## config.mk

```make
export PLATFORM = sky130hd
export DESIGN_NAME = align_evt_counter
export DESIGN_NICKNAME = d
export VERILOG_FILES = /design/src/rtl/aec_pkg.sv /design/src/rtl/aec_sat_field.sv /design/src/rtl/aec_readout.sv /design/src/rtl/align_evt_counter.sv
export SDC_FILE = /design/constraint.sdc
export NUM_CORES = 1
export LEC_CHECK = 0
export CAP_MARGIN = 5
export CORE_AREA = 3 3 55 57
export CTS_CLUSTER_DIAMETER = 120
export CTS_CLUSTER_SIZE = 12
export DETAILED_ROUTE_END_ITERATION = 10
export DIE_AREA = 0 0 58 60
export MAX_ROUTING_LAYER = met4
export SYNTH_ARGS = -nofsm -noshare
export SYNTH_HDL_FRONTEND = slang
export SYNTH_SLANG_ARGS = --single-unit
```

## constraint.sdc

```tcl
create_clock -name clk -period 1.7 [get_ports clk]
set_input_delay 0.255 -clock clk [delete_from_list [all_inputs] [get_ports clk]]
set_output_delay 0.255 -clock clk [all_outputs]
set_load 0.02 [all_outputs]
```

## src/rtl/aec_pkg.sv

```systemverilog
package aec_pkg;

    typedef struct packed {
        logic bump_upper;
        logic bump_lower;
    } aec_bump_t;

    typedef enum logic {
        RD_MODE_SNAP = 1'b0,
        RD_MODE_SEC  = 1'b1
    } aec_mode_e;

    function automatic aec_bump_t decode_bumps(
        input logic en,
        input logic mf,
        input logic ooa,
        input logic chg,
        input logic sim
    );
        aec_bump_t b;
        b.bump_upper = en && mf && (ooa || sim);
        b.bump_lower = en && (chg || (sim && mf));
        return b;
    endfunction

endpackage

```

## src/rtl/aec_sat_field.sv

```systemverilog
module aec_sat_field #(
    parameter int W = 2
) (
    input  logic         clk,
    input  logic         rst,
    input  logic         clr,
    input  logic         inc,
    output logic [W-1:0] q
);
    localparam logic [W-1:0] TOP = '1;

    always_ff @(posedge clk) begin
        if (rst || clr) begin
            q <= '0;
        end else if (inc && (q != TOP)) begin
            q <= q + 1'b1;
        end
    end
endmodule

```

## src/rtl/aec_readout.sv

```systemverilog
module aec_readout
    import aec_pkg::*;
#(
    parameter int WORD_W = 8
) (
    input  logic              clk,
    input  logic              rst,
    input  logic              latch_mode,
    input  logic              freeze_set,
    input  logic              sec_tick,
    input  logic              rd_en,
    input  logic              rd_hi,
    input  logic [WORD_W-1:0] live,
    output logic [WORD_W-1:0] snap_q,
    output logic              freeze_q,
    output logic              irq_q,
    output logic              mode_q,
    output logic              live_clr
);
    aec_mode_e mode_now;
    logic      mode_chg;
    logic      frz_rise;
    logic      sec_hit;
    logic      rd_hi_hit;
    logic      rd_lo_hit;

    always_comb begin
        mode_now  = aec_mode_e'(latch_mode);
        mode_chg  = (latch_mode != mode_q);
        frz_rise  = (mode_now == RD_MODE_SNAP) && freeze_set && !freeze_q;
        sec_hit   = (mode_now == RD_MODE_SEC) && sec_tick;
        rd_hi_hit = rd_en && rd_hi;
        rd_lo_hit = rd_en && !rd_hi;
        live_clr  = mode_chg || frz_rise || sec_hit;
    end

    always_ff @(posedge clk) begin
        if (rst) begin
            snap_q   <= '0;
            freeze_q <= 1'b0;
            irq_q    <= 1'b0;
            mode_q   <= 1'b0;
        end else begin
            mode_q <= latch_mode;
            if (mode_chg) begin
                snap_q   <= '0;
                freeze_q <= 1'b0;
            end else begin
                if (mode_now == RD_MODE_SEC) begin
                    if (sec_hit) snap_q <= live;
                end else if (!freeze_q) begin
                    snap_q <= live;
                end
                if (frz_rise)       freeze_q <= 1'b1;
                else if (rd_hi_hit) freeze_q <= 1'b0;
            end
            if (sec_hit)        irq_q <= 1'b1;
            else if (rd_lo_hit) irq_q <= 1'b0;
        end
    end
endmodule

```

## src/rtl/align_evt_counter.sv

```systemverilog
module align_evt_counter
    import aec_pkg::*;
#(
    parameter int UPPER_W = 6,
    parameter int LOWER_W = 2
) (
    input  logic       clk,
    input  logic       rst,
    input  logic       count_en,
    input  logic       latch_mode,
    input  logic       out_of_align,
    input  logic       mf_tick,
    input  logic       align_change,
    input  logic       alarm_sim,
    input  logic       sec_tick,
    input  logic       freeze_set,
    input  logic       rd_en,
    input  logic       rd_hi,
    output logic [UPPER_W+LOWER_W-1:0] rd_data,
    output logic       freeze_active,
    output logic       sec_irq
);
    localparam int WORD_W = UPPER_W + LOWER_W;

    aec_bump_t           bumps;
    logic [UPPER_W-1:0]  upper_q;
    logic [LOWER_W-1:0]  lower_q;
    logic [WORD_W-1:0]   live_word;
    logic [WORD_W-1:0]   snap_word;
    logic                live_clr;
    logic                mode_q;

    always_comb begin
        bumps     = decode_bumps(count_en, mf_tick, out_of_align, align_change, alarm_sim);
        live_word = {upper_q, lower_q};
        rd_data   = rd_hi ? '0 : snap_word;
    end

    aec_sat_field #(.W(UPPER_W)) u_upper (
        .clk (clk),
        .rst (rst),
        .clr (live_clr),
        .inc (bumps.bump_upper),
        .q   (upper_q)
    );

    aec_sat_field #(.W(LOWER_W)) u_lower (
        .clk (clk),
        .rst (rst),
        .clr (live_clr),
        .inc (bumps.bump_lower),
        .q   (lower_q)
    );

    aec_readout #(.WORD_W(WORD_W)) u_readout (
        .clk        (clk),
        .rst        (rst),
        .latch_mode (latch_mode),
        .freeze_set (freeze_set),
        .sec_tick   (sec_tick),
        .rd_en      (rd_en),
        .rd_hi      (rd_hi),
        .live       (live_word),
        .snap_q     (snap_word),
        .freeze_q   (freeze_active),
        .irq_q      (sec_irq),
        .mode_q     (mode_q),
        .live_clr   (live_clr)
    );
endmodule

```

# --- After elaboration in Yosys (flattened, before gate mapping) ---
# Index checks and enable logic that the tools add are counted.
totals:
  input_bits: 12
  elab_cells: 44
  ff_bits: 19
  out_inout_bits: 10
op_classes:
  n_eq_ne: 5
  n_addsub: 2
  bitwise_logic: 1
  n_reduce_logical: 22
  muxes: 8
op_table:
  columns: ["cell", "count"]
  rows:
  - ["$mux 8", 4]
  - ["$logic_and 1x1->1", 11]
  - ["$add 6x1->6 const B", 1]
  - ["$ne 6x6->1 const B", 1]
  - ["$logic_or 1x1->1", 5]
  - ["$mux 1", 4]
  - ["$ne 2x2->1 const B", 2]
  - ["$reduce_bool 2->1", 2]
  - ["$add 2x1->2 const B", 1]
  - ["$logic_not 1->1", 2]
  - ["$ne 2x1->1 const B", 1]
  - ["$reduce_and 2->1", 1]
  - ["$reduce_or 2->1", 1]
  - ["$ne 1x1->1", 1]
  - ["$not 1->1", 1]

# --- Depth between registers and ports, before layout ---
# Gate-level depths: netlist (run 1).
depth:
  word_depth: 6
  ltp_mapped: 5
  mapped_depth_nobuf: 5

# --- Hierarchy ---
# From an unflattened synthesis (run 1), not the netlist that was laid out.
hier_totals:
  hier_cells: 104
  area_unflattened_um2: 933.4
modules_own_cells:
  columns: ["mod", "area_per_inst_um2", "seq_area_each_um2", "cells_per_inst", "instances"]
  rows:
  - ["aec_readout", 470.5, 220.2, 56, 1]
  - ["aec_sat_field at u_upper", 286.5, 120.1, 29, 1]
  - ["aec_sat_field at u_lower", 105.1, 40.0, 8, 1]
  - ["align_evt_counter", 71.3, 0.0, 11, 1]

# --- Worst setup path before layout (run 1) ---
# No wires, ideal clock.
synth_path:
  path_kind: "reg-to-reg"
  startpoint: "register u_lower.q[0]"
  endpoint: "register u_lower.q[1]"
  path_buffers: 0
  required_time_ns: 1.572
  arrival_time_ns: 1.079
  setup_ns: 0.128
  period_less_slack_ns: 1.207
  stages_incl_launch_ff: 5
  setup_slack_ns: 0.493
  path_cell_list: "dfxtp_1 -> ha_1 -> nor3b_1 -> mux2i_1 -> nor2_1"
synth_between:
  elab_chain_len: 2
  word_cells_on_any_way: 3
  cone_classes: "1 x add/sub; 1 x eq/ne; 1 x reduce/logical"
synth_rtl:
  columns: ["element", "line_no", "rtl"]
  rows:
  - ["from (decl)", "aec_sat_field.sv:8", "output logic [W-1:0] q"]
  - ["from (signal assigned)", "aec_sat_field.sv:16", "q <= q + 1'b1;"]
  - ["branches (longest 2 deep; another with $add 2x1->2)", null, null]
# Parallel ways; which one is timed is not known.
# A chain may end at the register's enable or synchronous reset.

# --- Worst setup path after layout (run 1) ---
layout_path:
  startpoint: "register u_readout.freeze_q"
  endpoint: "output port freeze_active"
layout_lines:
  columns: ["element", "line_no", "rtl"]
  rows:
  - ["from (decl)", "aec_readout.sv:15", "output logic freeze_q,"]
  - ["from (signal assigned)", "aec_readout.sv:40", "freeze_q <= 1'b0;"]
  - ["from (signal assigned)", "aec_readout.sv:47", "freeze_q <= 1'b0;"]
  - ["from (signal assigned)", "aec_readout.sv:54", "if (frz_rise) freeze_q <= 1'b1;"]
  - ["to (decl)", "align_evt_counter.sv:20", "output logic freeze_active,"]
# No word-level cell between the ends.

==> impl_metrics.yaml, run 1 <==
critical_path:
  endpoint_kind: "output port"
  path_class: "reg2out"
  critPathArrivalTime_ns: 1.36
  path_max_fanout: 5
  crit_required_ns: 1.44
  critPathMaxStageDelay_ns: 0.64
  crit_chain: "clkdlybuf4s50_1"
  critPathBufInv: 1
  startpoint_type: "register"
  cp_top_family: "buffers and inverters"
  cp_slowest_cell: "clkdlybuf4s50_1"
power:
  swShare_pct: 23.2
  p_per_area_nw_per_um2: 668
  leakagePower_nw: 0.498
  combPwrFrac_pct: 12.1
  pwr-share-seq_pct: 59.0
  switchingPower_uw: 178
  clkPwrFrac_pct: 28.9
  p_int_uw: 591
  vdd_drop_max_mv: 0.517
yosys:
  synth_edf_count: 0
  synthArstFlopShare_pct: 0
  synth.most_common_cell: "dfxtp_1"
  seq_area_frac_synth_pct: 43.4
  yosys_warnings: 0
  synth_top_area_share_pct: 43.4
  syn_area_sq_um: 877
  yosys-top-cells-count: "dfxtp_1 (19), nor2_1 (14), mux2i_1 (10), a21oi_1 (8), nor2b_1 (8)"
  ys.flop_type: "dfxtp_1"
  synth.area.top_cells: "dfxtp_1 (43%), mux2i_1 (11%), nor2_1 (6.0%)"
  synth-seq-cells: 19
  syn_area_per_cell_sq_um: 9.43
  ys_types: 28
  synth_cells: 93
  syn_nets: 107
  yosysTopAreaCell: "dfxtp_1"
die:
  io_pins: 22
  die_area_sq_um: 3480
  die_h_um: 60
  core-area_sq_um: 2520
  die_x_um: 58
  row_count: 18
  start_util_pct: 34.8
sta:
  tightest_slew_ns: 0.562
  layout_setup_ws_ns: 0.0835
  rsz0062_at_grt: "no"
  holdWs_ns: 0.491
  period_needed_ns: 1.62
  final.setup_skew_ns: 0.00124
  setup_viol_count_final: 0
  max_freq_mhz: 619
  period_share_pct: 95.1
  hold_viol_final: 0
  maxSlewHeadroom_pct: 62.5
  drv_slew: 0
global_route:
  grt_pass1_vias: 713
  antenna_found_initial: 0
  grt_usage_pct: 11.8
  grt_overflow: 0
  grt_pass1_wl_mm: 3.11
  grt_max_degree: 11
cells_and_area:
  fin_util_pct: 45.7
  layout-drive-gt1-share_pct: 10.0
  antenna-diode-count: 0
  fillers: 264
  nets: 135
  stdcell_count: 150
  areaGrowthSynthToFinish_pct: 31.4
drt:
  ant_nets: 0
  via_count: 749
  drt_wl_total_mm: 1.77
  drc_errors: 0
  vias_per_cell: 4.99
  wire_per_inst_um: 11.8
  firstDrtPassIters: 4
  drtIter0Drc: 13
placed_design:
  dp_hpwl_mm: 1.37
  gp_congestion: 0.764
  portBuffers: 21
  dp_cells: 146
  pre_cts_slack_ns: -0.123
clocking:
  cts.sinks: 19
  post_cts_buffers: 0
  cts_made_buffers: 3
  cts_tree: "done"
  clockBufferDepth: 2
  clk_pin_slew_ns: 0.10
  hold_buffers: 0
  h-tree-depth: 1
  clock_latency_ns: 0.29
  root_buffer: "clkbuf_4"
outcome:
  status: "finished clean"
worst_hold_path:
  hp-class: "reg2reg"
flow_run:
  drv_cap: 0
-- area by class of cell --
cell class              instances  area (sq um)  area share, %
clock buffers                   4          26.3           2.28
inverters                       3          11.3          0.977
multi-input cells              70           474           41.2
flip-flops and latches         19           380           33.0
well taps                      30          37.5           3.26
repair buffers                 24           223           19.3
-- what timing repair did --
| item | in CTS | in global routing |
|---|---|---|
| endpoints found under the hold margin | 0 | 0 |
| resized for setup | 8 | 0 |
| endpoints found under the setup margin | 8 | 0 |
-- through the flow --
step | power [mW] | cell area, sq um | setup TNS (ns)
floorplan | 0.510 | 877 | 0
global placement | 0.557 | 1140 | -0.866
detailed placement | 0.559 | 1140 | -0.893
CTS | 0.785 | 1150 | 0
global route | 0.810 | 1150 | 0
finish | 0.770 | 1150 | 0
-- path summary, 6_finish.rpt --
kind	startpoint	endpoint	slack (ns)	cells past startpoint
setup / recovery	u_readout.freeze_q	freeze_active	0.08	1
hold / removal	u_readout.snap_q[6]	u_readout.snap_q[6]	0.49	2
setup reg to reg	u_upper.q[0]	u_upper.q[0]	0.36	5
hold reg to reg	u_readout.snap_q[6]	u_readout.snap_q[6]	0.49	2
-- registers in the layout, indices dropped and copies added, names as in the netlist --
name                count
u_readout.freeze_q      1
u_readout.snap_q        8
u_readout.irq_q         1
u_lower.q               2
u_readout.mode_q        1
u_upper.q               6
-- worst reg2reg max path, cell delays in order (launching register included) --
cell,delay [ns]
dfxtp_1,0.41
ha_1,0.28
nand2_1,0.07
o21ai_0,0.25
xor2_1,0.17
nor2_1,0.04
-- power groups by stage --
| stage | clock, mW | sequential (mW) | combinational, mW |
|---|---|---|---|
| after floorplan | 0 | 0.467 | 0.0430 |
| after global placement | 0 | 0.464 | 0.0932 |
| after detailed placement | 0 | 0.464 | 0.0943 |
| after CTS | 0.236 | 0.454 | 0.0946 |
| after global routing | 0.253 | 0.455 | 0.102 |
| final | 0.222 | 0.454 | 0.0934 |
-- cells in the final DEF (no fill, tap or decap), types with 2 or more instances in the layout --
cell	count
ha_1	2
inv_1	3
mux2i_1	10
dfxtp_1	19
nand3_1	3
clkdlybuf4s50_1	13
a21oi_1	8
nand2_1	4
dlygate4sd2_1	8
clkbuf_4	3
nor2_1	14
buf_4	3
and4_1	2
nor2b_1	8
nor3_2	2
o21ai_0	2
-- metal layers --
| layer | track usage, % | part of all wire, % |
|---|---|---|
| met4 | 1.99 | 0.68 |
| met3 | 4.10 | 7.1 |
| met5 | - | 0 |
| met2 | 19.5 | 46 |
| met1 | 14.1 | 46 |
-- logic make-up after synthesis --
logic type,share of synthesized area (%)
simple gates,26.1
flops,43.4
compound gates,11.7
mux,11.4
buf+inv,2.57
xor+xnor,2.00
fa+ha+maj,2.85
No activity file was read; power rests on OpenSTA's default activity.
==> run 2: changes to the inputs <==
CORE_AREA = 3 3 59 61   (was 3 3 55 57)
DIE_AREA = 0 0 62 64   (was 0 0 58 60)
==> run 2 against run 1 <==
  * Critical path depth grew 3
  * Sequential power about the same
  * Power barely moved
  * Clock skew barely moved
  * Sequential share of layout area shrank 0.35 points
  * Final area is 1.1% higher
  * Fmax rose by 3.7%
  * Final cell count increased by 8.7%
  * Wire length rose by 2.0%
  * Sequential cell count unchanged
  * Critical endpoint is now rd_data[5]
  * Clock-buffer cell count is the same
==> impl_metrics.yaml, run 2 (synthesized netlist as in run 1, its figures left out) <==
drt:
  ant_nets: 0
  wire_per_inst_um: 11.1
  via_count: 734
  drtIter0Drc: 49
  firstDrtPassIters: 2
  vias_per_cell: 4.50
  drc_errors: 0
  drt_wl_total_mm: 1.81
cells_and_area:
  top_regs: "u_readout.snap_q: 8 flops, u_upper.q: 6 flops, u_lower.q: 2 flops"
  fillers: 317
  final_common_cell: "dfxtp_1"
  final_cell_mix: "dfxtp_1 (19), nor2_1 (14), clkdlybuf4s50_1 (12)"
  antenna-diode-count: 0
  nets: 134
  areaGrowthSynthToFinish_pct: 32.8
  largest_reg_flops: 8
  fin_util_pct: 38.5
  largest_register: "u_readout.snap_q"
  layout-drive-gt1-share_pct: 9.24
global_route:
  antenna_found_initial: 0
  grt_pass1_vias: 685
  grt_pass1_wl_mm: 3.09
  grt_usage_pct: 10.6
  grt_overflow: 0
  grt_max_degree: 11
clocking:
  cts_tree: "done"
  h-tree-depth: 1
  root_buffer: "clkbuf_4"
  clock_latency_ns: 0.29
  cts_made_buffers: 3
  cts.sinks: 19
  clk_pin_slew_ns: 0.10
  post_cts_buffers: 0
  clockBufferDepth: 2
  hold_buffers: 0
outcome:
  status: "finished clean"
power:
  vdd_drop_max_mv: 0.223
  finalPower_uw: 770
  p_per_area_nw_per_um2: 661
  leakagePower_nw: 0.511
placed_design:
  gp_congestion: 0.721
  portBuffers: 21
  dp_hpwl_mm: 1.37
sta:
  finalSetupTns_ns: 0
  period_needed_ns: 1.56
  period_share_pct: 91.7
  rsz0062_at_grt: "no"
  setup_viol_count_final: 0
  hold_viol_final: 0
  holdWs_ns: 0.484
  maxSlewHeadroom_pct: 62.4
  drv_slew: 0
  max_freq_mhz: 641
  tightest_slew_ns: 0.564
  final.setup_skew_ns: 0.000892
critical_path:
  crit_chain: "clkdlybuf4s50_1, buf_4, nor2b_1, dlygate4sd2_1"
  cp_slowest_cell: "clkdlybuf4s50_1"
  critPathMaxStageDelay_ns: 0.40
  startpoint_type: "primary input"
  cp_top_family: "buffers and inverters"
  crit_required_ns: 1.44
  endpoint_kind: "output port"
  path_class: "in2out"
  critPathBufInv: 3
  path_max_fanout: 10
  critPathArrivalTime_ns: 1.30
die:
  io_pins: 22
  core-area_sq_um: 3030
  start_util_pct: 29.0
  die_h_um: 64
  die_area_sq_um: 3970
  row_count: 20
  die_x_um: 62
worst_hold_path:
  hp-class: "reg2reg"
flow_run:
  drv_cap: 0
[run 2: changes by cell type in the layout (fill, tap and decap cells not counted)]
cell / change
buf_4: -1
clkdlybuf4s50_1: -1
dlymetal6s2s_1: +1
[run 2: tightest hold or removal path, cell delays in order (launching register included)]
cell	delay, ns
dfxtp_1	0.32
o21ai_0	0.07
a21oi_1	0.06
[run 2: repair_timing]
item                                    in CTS  in global routing
endpoints found under the setup margin       8                  1
gates cloned                                 0                  0
gates resized for setup                      8                  1
hold endpoints to repair                     0                  0
[run 2: worst paths after layout]
| kind | startpoint | endpoint | slack, ns | cells after the start |
|---|---|---|---|---|
| worst min register to register | u_readout.irq_q | u_readout.irq_q | 0.48 | 2 |
| worst max-delay path | rd_hi | rd_data[5] | 0.14 | 4 |
| worst max register to register | u_upper.q[0] | u_upper.q[0] | 0.31 | 5 |
| worst min-delay path | u_readout.irq_q | u_readout.irq_q | 0.48 | 2 |
[run 2: layout make-up]
type	instances	area [sq um]	share of cell area (%)
Multi-Input combinational cell	70	474	40.7
Sequential cell	19	380	32.7
Timing Repair Buffer	23	218	18.7
Tap cell	44	55.1	4.73
Clock buffer	4	26.3	2.26
Inverter	3	11.3	0.967
[run 2: layer usage]
metal	part of all wire (%)	vias to the layer above	GRT usage, %
met3	6.4	0	3.43
met2	50	16	17.2
met4	0	0	3.18
met5	0	-	-
li1	-	381	-
met1	44	337	12.1
[run 2: power by group]
part | internal (mW) | switching [mW] | leakage [nW]
clock network | 0.0912 | 0.133 | 0.0150
registers | 0.450 | 0.00384 | 0.154
logic | 0.0485 | 0.0431 | 0.342
[run 2: metrics by stage]
| stage | instances | cell area (sq um) | setup WS (ns) |
|---|---|---|---|
| floorplan | 93 | 877 | 0.493 |
| global placement | 159 | 1150 | -0.121 |
| detailed placement | 159 | 1150 | -0.130 |
| CTS | 163 | 1160 | 0.0535 |
| global route | 163 | 1160 | 0.0917 |
| finish | 163 | 1160 | 0.141 |
==> run 3: changes to the inputs <==
REMOVE_ABC_BUFFERS = 1   (was default)
==> run 3 against run 2 <==
  * Worst setup slack got worse by 0.070 ns
  * Clock-buffer cell count decreased by 1
  * Sequential power about the same
  * Highest routed layer is now met4
==> impl_metrics.yaml, run 3 (synthesized netlist as in run 1, its figures left out) <==
cells_and_area:
  fin_util_pct: 39.0
  largest_reg_flops: 8
  fillers: 313
  areaGrowthSynthToFinish_pct: 34.7
  top_regs: "u_readout.snap_q: 8 flops, u_upper.q: 6 flops, u_lower.q: 2 flops"
  antenna-diode-count: 0
  nets: 134
  largest_register: "u_readout.snap_q"
  final_cell_mix: "dfxtp_1 (19), clkdlybuf4s50_1 (15), nor2_1 (14)"
  layout-drive-gt1-share_pct: 10.1
  final_common_cell: "dfxtp_1"
sta:
  tightest_slew_ns: 0.542
  rsz0062_at_grt: "no"
  hold_viol_final: 0
  final.setup_skew_ns: 0.00624
  holdWs_ns: 0.498
  drv_slew: 0
  max_freq_mhz: 614
  maxSlewHeadroom_pct: 63.9
  setup_viol_count_final: 0
  period_needed_ns: 1.63
  period_share_pct: 95.8
drt:
  firstDrtPassIters: 4
  vias_per_cell: 4.47
  top_layer_used: "met4"
  ant_nets: 0
  drt_wl_total_mm: 1.84
  met2_length_um: 877
  drc_errors: 0
  drtIter0Drc: 53
  wl_met3_um: 109
  via_count: 728
  wl_met1_um: 843
  wire_per_inst_um: 11.3
global_route:
  grt_pass1_vias: 739
  antenna_found_initial: 0
  grt_usage_pct: 10.9
  grt_overflow: 0
  grt_pass1_wl_mm: 3.24
  grt_max_degree: 12
critical_path:
  critPathBufInv: 1
  endpoint_kind: "output port"
  crit_chain: "nor2b_1, clkdlybuf4s50_1"
  critPathMaxStageDelay_ns: 0.62
  cp_slowest_cell: "clkdlybuf4s50_1"
  path_class: "reg2out"
  critPathArrivalTime_ns: 1.37
  crit_required_ns: 1.44
  path_max_fanout: 2
  startpoint_type: "register"
  cp_top_family: "buffers and inverters"
power:
  leakagePower_nw: 0.537
  pwr-share-seq_pct: 59.4
  clkPwrFrac_pct: 28.8
  swShare_pct: 23.5
  p_int_uw: 585
  switchingPower_uw: 179
  combPwrFrac_pct: 11.8
  p_per_area_nw_per_um2: 647
  vdd_drop_max_mv: 0.203
placed_design:
  dp_hpwl_mm: 1.48
  portBuffers: 21
  gp_congestion: 0.797
clocking:
  cts_made_buffers: 3
  hold_buffers: 0
  clk_pin_slew_ns: 0.10
  clock_latency_ns: 0.29
  clockBufferDepth: 2
  post_cts_buffers: 0
  h-tree-depth: 1
  root_buffer: "clkbuf_4"
  cts.sinks: 19
  cts_tree: "done"
outcome:
  status: "finished clean"
die:
  die_x_um: 62
  io_pins: 22
  die_h_um: 64
  die_area_sq_um: 3970
  start_util_pct: 29.0
  core-area_sq_um: 3030
  row_count: 20
worst_hold_path:
  hp-class: "reg2reg"
flow_run:
  drv_cap: 0
## run 3: stage by stage
| stage | power [mW] | instances | worst slack, ns | cell area [sq um] | TNS [ns] |
|---|---|---|---|---|---|
| 6_report | 0.764 | 163 | 0.0711 | 1180 | 0 |
| 5_1_grt | 0.806 | 163 | 0.00115 | 1180 | 0 |
| 4_1_cts | 0.777 | 163 | 0.0301 | 1170 | 0 |
| 3_5_place_dp | 0.557 | 159 | -0.237 | 1150 | -1.51 |
| 3_3_place_gp | 0.555 | 159 | -0.156 | 1150 | -1.15 |
| 2_1_floorplan | 0.506 | 92 | 0.491 | 866 | 0 |
## run 3: per-layer routing
metal  vias to the layer above  track usage (%)
met3                         2             1.82
met4                         0             3.98
li1                        376                -
met2                        17             18.9
met5                         -                -
met1                       333             12.1
## run 3: worst paths after layout
check / cells past startpoint / from / slack (ns) / end
hold / removal: 2 / u_readout.irq_q / 0.50 / u_readout.irq_q
hold reg to reg: 2 / u_readout.irq_q / 0.50 / u_readout.irq_q
setup / recovery: 2 / u_readout.snap_q[7] / 0.07 / rd_data[7]
setup reg to reg: 5 / u_upper.q[0] / 0.35 / u_upper.q[0]
## run 3: area by class of cell
class / instances / area, sq um / share of cell area [%]
sequential: 19 / 380 / 32.2
multi-input combinational: 70 / 474 / 40.1
clock inverter: 1 / 5.00 / 0.424
tap: 44 / 55.1 / 4.66
inverter: 3 / 11.3 / 0.953
timing repair buffer: 23 / 233 / 19.7
clock buffer: 3 / 22.5 / 1.91
## run 3: worst min-delay path, delay by kind of cell, from the launching register on
kind,cells,cell delay (ns)
DFF,1,0.32
AOI/OAI and AO/OA,2,0.14
## run 3: power by group through the flow
| stage | Combinational (mW) | Sequential [mW] | Clock [mW] |
|---|---|---|---|
| after global placement | 0.0908 | 0.464 | 0 |
| after global routing | 0.0998 | 0.455 | 0.251 |
| after CTS | 0.0919 | 0.454 | 0.230 |
| after floorplan | 0.0397 | 0.467 | 0 |
| final | 0.0898 | 0.454 | 0.220 |
| after detailed placement | 0.0924 | 0.465 | 0 |
## run 3: what timing repair did
action	CTS	global route
pin swaps	0	0
resized for setup	2	4
setup endpoints to repair	8	4
